===== config.mk =====
export PLATFORM = sky130hd
export DESIGN_NAME = serial_reg_slave
export DESIGN_NICKNAME = d
export VERILOG_FILES = /design/src/rtl/srs_pkg.sv /design/src/rtl/srs_ctrl.sv /design/src/rtl/srs_datapath.sv /design/src/rtl/serial_reg_slave.sv
export SDC_FILE = /design/constraint.sdc
export NUM_CORES = 1
export LEC_CHECK = 0
export BUFFER_PORTS_ARGS = -buffer_cell sky130_fd_sc_hd__buf_2
export CORE_MARGIN = 5
export CORE_UTILIZATION = 30
export DETAILED_ROUTE_END_ITERATION = 12
export PLACE_DENSITY = 0.5
export SKIP_CTS_REPAIR_TIMING = 1
export SKIP_LAST_GASP = 1
export SYNTH_ARGS = -nofsm -noshare
export SYNTH_HDL_FRONTEND = slang
export SYNTH_SLANG_ARGS = --single-unit

===== constraint.sdc =====
create_clock -name sclk -period 3.65 [get_ports sclk]
set_input_delay 0.365 -clock sclk [delete_from_list [all_inputs] [get_ports sclk]]
set_output_delay 0.365 -clock sclk [all_outputs]
set_load 0.1 [all_outputs]

===== src/rtl/srs_pkg.sv =====
package srs_pkg;

  // Number of chip-identifier bits carried in the control word
  localparam int CHIP_W = 4;

  typedef enum logic [2:0] {
    ST_IDLE,
    ST_CMD,
    ST_WDATA,
    ST_RDATA,
    ST_HOLD,
    ST_SKIP
  } xferState_t;

  // One-cycle commands from the sequencer to the datapath
  typedef struct packed {
    logic shiftCmd;
    logic shiftWr;
    logic commit;
    logic loadRd;
    logic shiftRd;
    logic dropBus;
  } strobe_t;

endpackage


===== src/rtl/srs_ctrl.sv =====
module srs_ctrl
  import srs_pkg::*;
#(
  parameter int CMD_W  = 9,
  parameter int DATA_W = 16,
  parameter int CNT_W  = 5
) (
  input  logic             sclk,
  input  logic             rstN,
  input  logic             sen,
  input  logic             cmdMatch,
  input  logic             cmdRead,
  output strobe_t          stb,
  output xferState_t       state,
  output logic [CNT_W-1:0] bitCnt
);

  localparam int LAST_CMD = CMD_W - 1;
  localparam int FIRST_RD = CMD_W;
  localparam int LAST_BIT = CMD_W + DATA_W - 1;

  xferState_t       nState;
  logic [CNT_W-1:0] nCnt;

  always_comb begin
    nState = state;
    nCnt   = bitCnt;
    stb    = '0;
    if (sen) begin
      nState      = ST_IDLE;
      nCnt        = '0;
      stb.dropBus = 1'b1;
    end else begin
      unique case (state)
        ST_IDLE: begin
          stb.shiftCmd = 1'b1;
          nCnt         = CNT_W'(1);
          nState       = ST_CMD;
        end
        ST_CMD: begin
          stb.shiftCmd = 1'b1;
          nCnt         = bitCnt + 1'b1;
          if (bitCnt == CNT_W'(LAST_CMD)) begin
            if (!cmdMatch)    nState = ST_SKIP;
            else if (cmdRead) nState = ST_RDATA;
            else              nState = ST_WDATA;
          end
        end
        ST_WDATA: begin
          stb.shiftWr = 1'b1;
          nCnt        = bitCnt + 1'b1;
          if (bitCnt == CNT_W'(LAST_BIT)) begin
            stb.commit = 1'b1;
            nState     = ST_SKIP;
          end
        end
        ST_RDATA: begin
          if (bitCnt == CNT_W'(FIRST_RD)) stb.loadRd  = 1'b1;
          else                            stb.shiftRd = 1'b1;
          nCnt = bitCnt + 1'b1;
          if (bitCnt == CNT_W'(LAST_BIT)) nState = ST_HOLD;
        end
        ST_HOLD, ST_SKIP: begin
          nState = state;
        end
        default: begin
          nState = ST_IDLE;
          nCnt   = '0;
        end
      endcase
    end
  end

  always_ff @(posedge sclk or negedge rstN) begin
    if (!rstN) begin
      state  <= ST_IDLE;
      bitCnt <= '0;
    end else begin
      state  <= nState;
      bitCnt <= nCnt;
    end
  end

endmodule


===== src/rtl/srs_datapath.sv =====
module srs_datapath
  import srs_pkg::*;
#(
  parameter int                NUM_REGS = 16,
  parameter int                DATA_W   = 16,
  parameter int                REG_AW   = 4,
  parameter int                CMD_W    = 9,
  parameter logic [CHIP_W-1:0] CHIP_ID  = 4'b0110
) (
  input  logic                       sclk,
  input  logic                       rstN,
  input  logic                       sdioIn,
  input  strobe_t                    stb,
  output logic                       cmdMatch,
  output logic                       cmdRead,
  output logic                       sdioOut,
  output logic                       sdioOe,
  output logic [NUM_REGS*DATA_W-1:0] regFileFlat
);

  // Control word layout, first bit at the top:
  // upper identifier bits, read flag, lowest identifier bit, register index
  localparam int RW_POS = REG_AW + 1;

  logic [CMD_W-2:0]  cmdShift;
  logic [CMD_W-1:0]  nextCmd;
  logic [CHIP_W-1:0] chipSeen;
  logic [REG_AW-1:0] regIdx;
  logic [DATA_W-1:0] wrShift;
  logic [DATA_W-1:0] rdShift;
  logic [DATA_W-1:0] wrWord;
  logic [DATA_W-1:0] regBank [NUM_REGS];

  assign nextCmd  = {cmdShift, sdioIn};
  assign chipSeen = {nextCmd[CMD_W-1 -: CHIP_W-1], nextCmd[REG_AW]};
  assign cmdMatch = (chipSeen == CHIP_ID);
  assign cmdRead  = nextCmd[RW_POS];
  assign regIdx   = cmdShift[REG_AW-1:0];
  assign wrWord   = {wrShift[DATA_W-2:0], sdioIn};

  always_ff @(posedge sclk or negedge rstN) begin
    if (!rstN) begin
      cmdShift <= '0;
      wrShift  <= '0;
    end else begin
      if (stb.shiftCmd) cmdShift <= nextCmd[CMD_W-2:0];
      if (stb.shiftWr)  wrShift  <= wrWord;
    end
  end

  always_ff @(posedge sclk or negedge rstN) begin
    if (!rstN) begin
      for (int k = 0; k < NUM_REGS; k++) regBank[k] <= '0;
    end else if (stb.commit) begin
      regBank[regIdx] <= wrWord;
    end
  end

  always_ff @(posedge sclk or negedge rstN) begin
    if (!rstN) begin
      rdShift <= '0;
      sdioOut <= 1'b0;
      sdioOe  <= 1'b0;
    end else begin
      if (stb.dropBus) begin
        sdioOe <= 1'b0;
      end else if (stb.loadRd) begin
        sdioOe  <= 1'b1;
        sdioOut <= regBank[regIdx][DATA_W-1];
        rdShift <= {regBank[regIdx][DATA_W-2:0], 1'b0};
      end else if (stb.shiftRd) begin
        sdioOut <= rdShift[DATA_W-1];
        rdShift <= {rdShift[DATA_W-2:0], 1'b0};
      end
    end
  end

  for (genvar g = 0; g < NUM_REGS; g++) begin : g_flat
    assign regFileFlat[g*DATA_W +: DATA_W] = regBank[g];
  end

endmodule


===== src/rtl/serial_reg_slave.sv =====
module serial_reg_slave
  import srs_pkg::*;
#(
  parameter int                NUM_REGS = 16,
  parameter int                DATA_W   = 16,
  parameter logic [CHIP_W-1:0] CHIP_ID  = 4'b0110
) (
  input  logic                       sclk,
  input  logic                       rstN,
  input  logic                       sen,
  input  logic                       sdioIn,
  output logic                       sdioOut,
  output logic                       sdioOe,
  output logic [NUM_REGS*DATA_W-1:0] regFileFlat
);

  localparam int REG_AW = $clog2(NUM_REGS);
  localparam int CMD_W  = CHIP_W + 1 + REG_AW;
  localparam int CNT_W  = $clog2(CMD_W + DATA_W + 1);

  strobe_t          stb;
  xferState_t       state;
  logic [CNT_W-1:0] bitCnt;
  logic             cmdMatch;
  logic             cmdRead;

  srs_ctrl #(
    .CMD_W (CMD_W),
    .DATA_W(DATA_W),
    .CNT_W (CNT_W)
  ) ctrl_i (
    .sclk    (sclk),
    .rstN    (rstN),
    .sen     (sen),
    .cmdMatch(cmdMatch),
    .cmdRead (cmdRead),
    .stb     (stb),
    .state   (state),
    .bitCnt  (bitCnt)
  );

  srs_datapath #(
    .NUM_REGS(NUM_REGS),
    .DATA_W  (DATA_W),
    .REG_AW  (REG_AW),
    .CMD_W   (CMD_W),
    .CHIP_ID (CHIP_ID)
  ) dp_i (
    .sclk       (sclk),
    .rstN       (rstN),
    .sdioIn     (sdioIn),
    .stb        (stb),
    .cmdMatch   (cmdMatch),
    .cmdRead    (cmdRead),
    .sdioOut    (sdioOut),
    .sdioOe     (sdioOe),
    .regFileFlat(regFileFlat)
  );

endmodule


==> results.yml, run 1 <==
sta:
  drv_slew: 0
  achievable_freq_mhz: 370
  worstMarginPinSlew_ps: 807
  fin_worst_skew_ps: 19.3
  total_negative_slack_for_setup_checks_ps: 0
  count_of_endpoints_failing_hold_in_the_final_timing_report: 0
  final.min_clock_period_ps: 2700
  worst_slew_margin_rel_pct: 46.2
  unrepaired_setup_endpoints_after_global_routing: "no"
  hold_slack_ps: 180
  setup-violations-final: 0
  final.period_utilization_pct: 74.0
floorplan:
  die_w_um: 225
  start_util_pct: 30.4
  die-height_um: 225
  placementRows: 78
  design.portCount: 262
  core_area_um2: 45500
  dieArea_um2: 50400
finish:
  post_route_cells_drive_above_1_share_pct: 60.6
  fin_nets: 1156
  final_cell_area_um2: 17000
  areaGrowthSynthToFinish_pct: 23.4
  layout.cells.most_common: "sky130_fd_sc_hd__dfrtp_1"
  final_cell_mix: "sky130_fd_sc_hd__dfrtp_1, sky130_fd_sc_hd__mux2_2, sky130_fd_sc_hd__buf_2"
worst_setup_path:
  critPathKind: "flip-flop to flip-flop"
  timing.critical_path.required_ps: 4090
  crit_path_cell_trace: "nor4b_4 -> buf_4 -> and2_1 -> nand3_2 -> mux2_2"
  timing.critical_path.slowest_cell_delay_ps: 540
  critical_path.startpoint_type: "flip-flop"
  critical_path_arrival_ps: 3140
  end_kind: "flip-flop"
  critical_path.max_fanout: 19
  crit_slowest_cell: "sky130_fd_sc_hd__dfrtp_1"
global_routing:
  total_global_routing_track_utilization_pct: 18.4
  antenna_found_initial: 2
  groute.layer.met2.usage_pct: 29.0
  grt_max_degree: 85
  gr-usage-met3_pct: 5.40
  grt_pass1_vias: 9600
  grt_first_pass_wirelength_mm: 69.3
  top_usage_layer: "met2"
  grt.met1_usage_pct: 25.2
  grt_overflow: 0
yosys:
  synthesis.area_um2: 13800
  syn_avg_cell_area_um2: 15.5
  synth.yosys.seq_area_share_pct: 55.1
  syn_nets: 898
  synthesis.yosys.warnings: 0
  yosys.cell_types.count: 49
  netlist_instances: 891
  synth_register_bits: 304
placement:
  cell_area_after_placement_um2: 15800
  hpwlAfterDp_mm: 32.4
  gp_congestion: 0.792
  numPortBuffers: 261
clock_tree:
  htree_levels: 2
  cts-root-buf: "sky130_fd_sc_hd__clkbuf_16"
  clk-insertion-delay-late_ps: 560
  tritoncts.num_buffers: 38
  tritoncts: "done"
  clkSlewWorstSetupHoldPaths_ps: 60
  cts.sinks: 304
  max-clock-path-buffers: 3
routing:
  vias: 9014
  totalWireLength_mm: 47.1
  route.detailed.vias_per_inst: 5.07
  detail-route-antenna-nets: 0
  route.detailed.wl_per_inst_um: 26.5
  detailedRoute.firstIterationViolations: 497
  remaining_drc_errors: 0
  drt-pass1-iter-count: 4
pwr:
  power_leakage_nw: 8.76
  power.density_cell_area_nw_per_um2: 508
  ir_worst_vdd_uv: 276
run_status:
  run_status: "finished clean"
flow_run:
  drv.max_cap_violation_count: 0
worst_hold_path:
  min-delay-path-class: "primary input to flip-flop"
## per-layer routing
layer,vias up,share of wire [%]
li1,3885,-
met1,4843,44
met2,231,47
met3,55,7.1
met4,0,1.9
met5,-,0
## stage by stage
step | util, % | power (mW) | setup slack, ps | cells
2_1_floorplan | - | 4.51 | 1570 | 891
3_3_place_gp | 34.7 | 4.94 | 938 | 1708
3_5_place_dp | 34.7 | 4.96 | 875 | 1708
4_1_cts | 37.5 | 8.78 | 872 | 1775
5_1_grt | 37.5 | 9.01 | 773 | 1776
6_report | 37.5 | 8.66 | 949 | 1777
## synth_stat cells, drive strengths merged
master / instances / area share (%)
mux2: 280 / 23
or4b: 1 / 0.072
nand4bb: 2 / 0.16
clkbuf: 40 / 1.1
nor3: 6 / 0.22
or2: 1 / 0.045
nand2: 6 / 0.16
a22o: 1 / 0.063
buf: 32 / 1.9
o21ai: 5 / 0.18
o22a: 1 / 0.063
a211o: 10 / 0.63
a31oi: 3 / 0.14
and4bb: 1 / 0.091
nor2: 27 / 1.0
nand2b: 2 / 0.091
nor4: 5 / 0.23
and3: 10 / 0.45
a221oi: 1 / 0.063
nor2b: 12 / 0.54
nand3: 10 / 0.82
o32ai: 2 / 0.13
and4b: 1 / 0.072
dfrtp: 304 / 55
nor4bb: 1 / 0.072
a211oi: 7 / 0.38
and2: 2 / 0.091
a22oi: 20 / 1.1
a41oi: 2 / 0.13
nand3b: 1 / 0.054
ha: 3 / 0.27
a311oi: 1 / 0.063
o21a: 1 / 0.054
a2111oi: 7 / 0.44
inv: 5 / 0.14
a21oi: 13 / 0.47
nor4b: 1 / 0.11
mux4: 64 / 10
## kinds of logic (layout without fill, tap and decap cells)
group	Yosys count	after routing	share of synthesized area (%)
mux	344	344	33.3
buf+inv	77	362	3.14
fa+ha+maj	3	3	0.272
compound gates	74	74	3.89
other cells	0	1	0
simple gates	89	89	4.32
flops	304	304	55.1
## final timing paths
kind / depth (start not counted) / slack, ps / endpoint / startpoint
min reg2reg: 2 / 480 / dp_i.rdShift[1] / dp_i.rdShift[1]
min in group asynchronous: 2 / 400 / dp_i.sdioOe / rstN
min: 2 / 180 / ctrl_i.bitCnt[0] / sen
max: 5 / 950 / dp_i.regFileFlat[14] / ctrl_i.state[2]
max in group asynchronous: 3 / 2320 / dp_i.regFileFlat[123] / rstN
max reg2reg: 5 / 950 / dp_i.regFileFlat[14] / ctrl_i.state[2]
## where the power goes
group	switching [mW]	internal (mW)
Combinational	0.673	0.449
Clock	1.53	2.25
Sequential	0.302	3.45
## sequential cells by signal, indices dropped and copies added (netlist names)
register	cells
dp_i.regFileFlat	256
dp_i.cmdShift	8
ctrl_i.state	3
dp_i.rdShift	15
dp_i.sdioOut	1
ctrl_i.bitCnt	5
dp_i.wrShift	15
dp_i.sdioOe	1
## worst max-delay path: cells and delay by family (launching register included)
family        cells  cell delay, ps
simple gates      3            1250
flops             1             540
buf+inv           1             340
mux               1             460
## cell type report
class | instances | area (um^2)
Antenna cell | 1 | 2.50
Clock buffer | 55 | 1100
Clock inverter | 12 | 134
Fill cell | 4479 | 28400
Inverter | 5 | 18.8
Multi-Input combinational cell | 510 | 5780
Sequential cell | 304 | 7610
Tap cell | 600 | 751
Timing Repair Buffer | 290 | 1640
Power figures use the tool's default switching activity.
==> run 2: changes to the inputs <==
- PLACE_DENSITY: 0.5 -> 0.52
- clock period: 3.65 -> 2.3 ns (I/O delays scaled with it)
==> run 2 against run 1 <==
Compared with the run above: design area is 3.2% higher; critical path depth grew 3; hold slack got worse by 69 ps; clock-buffer cell count shrank 1; sequential power rose by 51%; largest cell class unchanged.
==> results.yml, run 2 (synthesis gave the netlist of run 1 again) <==
worst_setup_path:
  critical_path_arrival_ps: 2650
  timing.critical_path.required_ps: 2720
  r2r_slack_ps: 70
  timing.critical_path.from: "ctrl_i.bitCnt[0]"
  worstReg2RegStart: "ctrl_i.bitCnt[0]"
  critical_path.startpoint_type: "flip-flop"
  end_kind: "flip-flop"
  critical_path.max_fanout: 11
  setup_crit_end: "dp_i.regFileFlat[104]"
  critPathKind: "flip-flop to flip-flop"
  cell_depth_of_the_worst_flop_to_flop_path: 8
  rr_endpoint: "dp_i.regFileFlat[104]"
clock_tree:
  max-clock-path-buffers: 3
  cts.sinks: 304
  tritoncts.num_buffers: 37
  cts-root-buf: "sky130_fd_sc_hd__clkbuf_16"
  tritoncts: "done"
  htree_levels: 2
  clk-insertion-delay-late_ps: 540
  clkSlewWorstSetupHoldPaths_ps: 60
routing:
  detail-route-antenna-nets: 0
  drt-pass1-iter-count: 4
  vias: 9232
  totalWireLength_mm: 46.0
  detailedRoute.firstIterationViolations: 570
  remaining_drc_errors: 0
  route.detailed.wl_per_inst_um: 25.3
  route.detailed.vias_per_inst: 5.09
finish:
  largest_register_ffs: 256
  areaGrowthSynthToFinish_pct: 27.3
  fin_nets: 1195
  post_route_cells_drive_above_1_share_pct: 62.3
  final_cell_mix: "sky130_fd_sc_hd__dfrtp_1, sky130_fd_sc_hd__mux2_2, sky130_fd_sc_hd__buf_2"
  layout.cells.most_common: "sky130_fd_sc_hd__dfrtp_1"
  layout.filler_cells: 4442
sta:
  count_of_endpoints_failing_hold_in_the_final_timing_report: 0
  setup-violations-final: 0
  unrepaired_setup_endpoints_after_global_routing: "yes"
  final.period_utilization_pct: 97.0
  hold_slack_ps: 110
  fin_worst_skew_ps: 19.6
  final.min_clock_period_ps: 2230
  drv_slew: 0
  postLayoutSetupSlackWorst_ps: 68.2
  achievable_freq_mhz: 448
  worstMarginPinSlew_ps: 874
  worst_slew_margin_rel_pct: 41.7
floorplan:
  core_area_um2: 45500
  die_w_um: 225
  die-height_um: 225
  start_util_pct: 30.4
  dieArea_um2: 50400
  placementRows: 78
  design.portCount: 262
pwr:
  power.density_cell_area_nw_per_um2: 791
  power_leakage_nw: 9.02
  ir_worst_vdd_uv: 505
  fin_total_pwr_mw: 13.9
global_routing:
  grt_pass1_vias: 9737
  grt_max_degree: 72
  grt_first_pass_wirelength_mm: 68.2
  grt_overflow: 0
  total_global_routing_track_utilization_pct: 18.0
  antenna_found_initial: 4
worst_hold_path:
  holdCritStartpoint: "sen"
  min-delay-path-class: "primary input to flip-flop"
placement:
  dpl_worst_slack_ps: 17.1
  hpwlAfterDp_mm: 32.5
  numPortBuffers: 261
  gp_congestion: 0.798
run_status:
  run_status: "finished clean"
flow_run:
  drv.max_cap_violation_count: 0
## run 2: how the worst min path moves through the flow
| stage | endpoint | slack [ps] | cells past startpoint |
|---|---|---|---|
| 3_3_place_gp | dp_i.regFileFlat[243] | 130 | 1 |
| 6_report | ctrl_i.bitCnt[0] | 110 | 3 |
| 5_1_grt | ctrl_i.bitCnt[1] | 100 | 3 |
| 2_1_floorplan | ctrl_i.bitCnt[0] | -70 | 0 |
| 3_5_place_dp | dp_i.regFileFlat[243] | 130 | 1 |
| 4_1_cts | dp_i.rdShift[1] | -460 | 1 |
## run 2: area by class of cell
| cell class | count | area [um^2] | area share (%) |
|---|---|---|---|
| Multi-Input combinational cell | 510 | 5840 | 33.2 |
| Clock inverter | 9 | 124 | 0.704 |
| Antenna cell | 2 | 5.00 | 0.0284 |
| Inverter | 5 | 18.8 | 0.107 |
| Tap cell | 600 | 751 | 4.27 |
| Sequential cell | 304 | 7610 | 43.3 |
| Timing Repair Buffer | 330 | 2150 | 12.2 |
| Clock buffer | 54 | 1090 | 6.21 |
## run 2: critical path, stage by stage (launching register included)
cell and delay, ps:
sky130_fd_sc_hd__dfrtp_1 420, sky130_fd_sc_hd__inv_1 120, sky130_fd_sc_hd__ha_1 180, sky130_fd_sc_hd__and4b_2 290
sky130_fd_sc_hd__buf_4 180, sky130_fd_sc_hd__nand3_2 140, sky130_fd_sc_hd__nor2_2 220, sky130_fd_sc_hd__buf_12 200
sky130_fd_sc_hd__mux2_2 350
## run 2: metal layers
layer	track usage, %	wire (um)	up-vias
met4	5.46	1190	2
met1	24.9	20400	4934
met3	5.14	3140	61
met5	0	13	-
li1	-	-	3976
met2	27.5	21300	259
## run 2: power by group
part	total, mW	internal [mW]	switching, mW
Clock	5.90	3.62	2.28
Sequential	5.68	5.49	0.190
Combinational	2.33	0.927	1.41
Total	13.9	10.0	3.88
## run 2: through the flow
step | utilization, % | TNS (ps) | std cells | cell area [um^2]
5_1_grt | 38.7 | -45.4 | 1812 | 17600
3_3_place_gp | 35.8 | 0 | 1745 | 16300
6_report | 38.7 | 0 | 1814 | 17600
3_5_place_dp | 35.8 | 0 | 1745 | 16300
2_1_floorplan | - | 0 | 891 | 13800
4_1_cts | 38.4 | 0 | 1808 | 17500
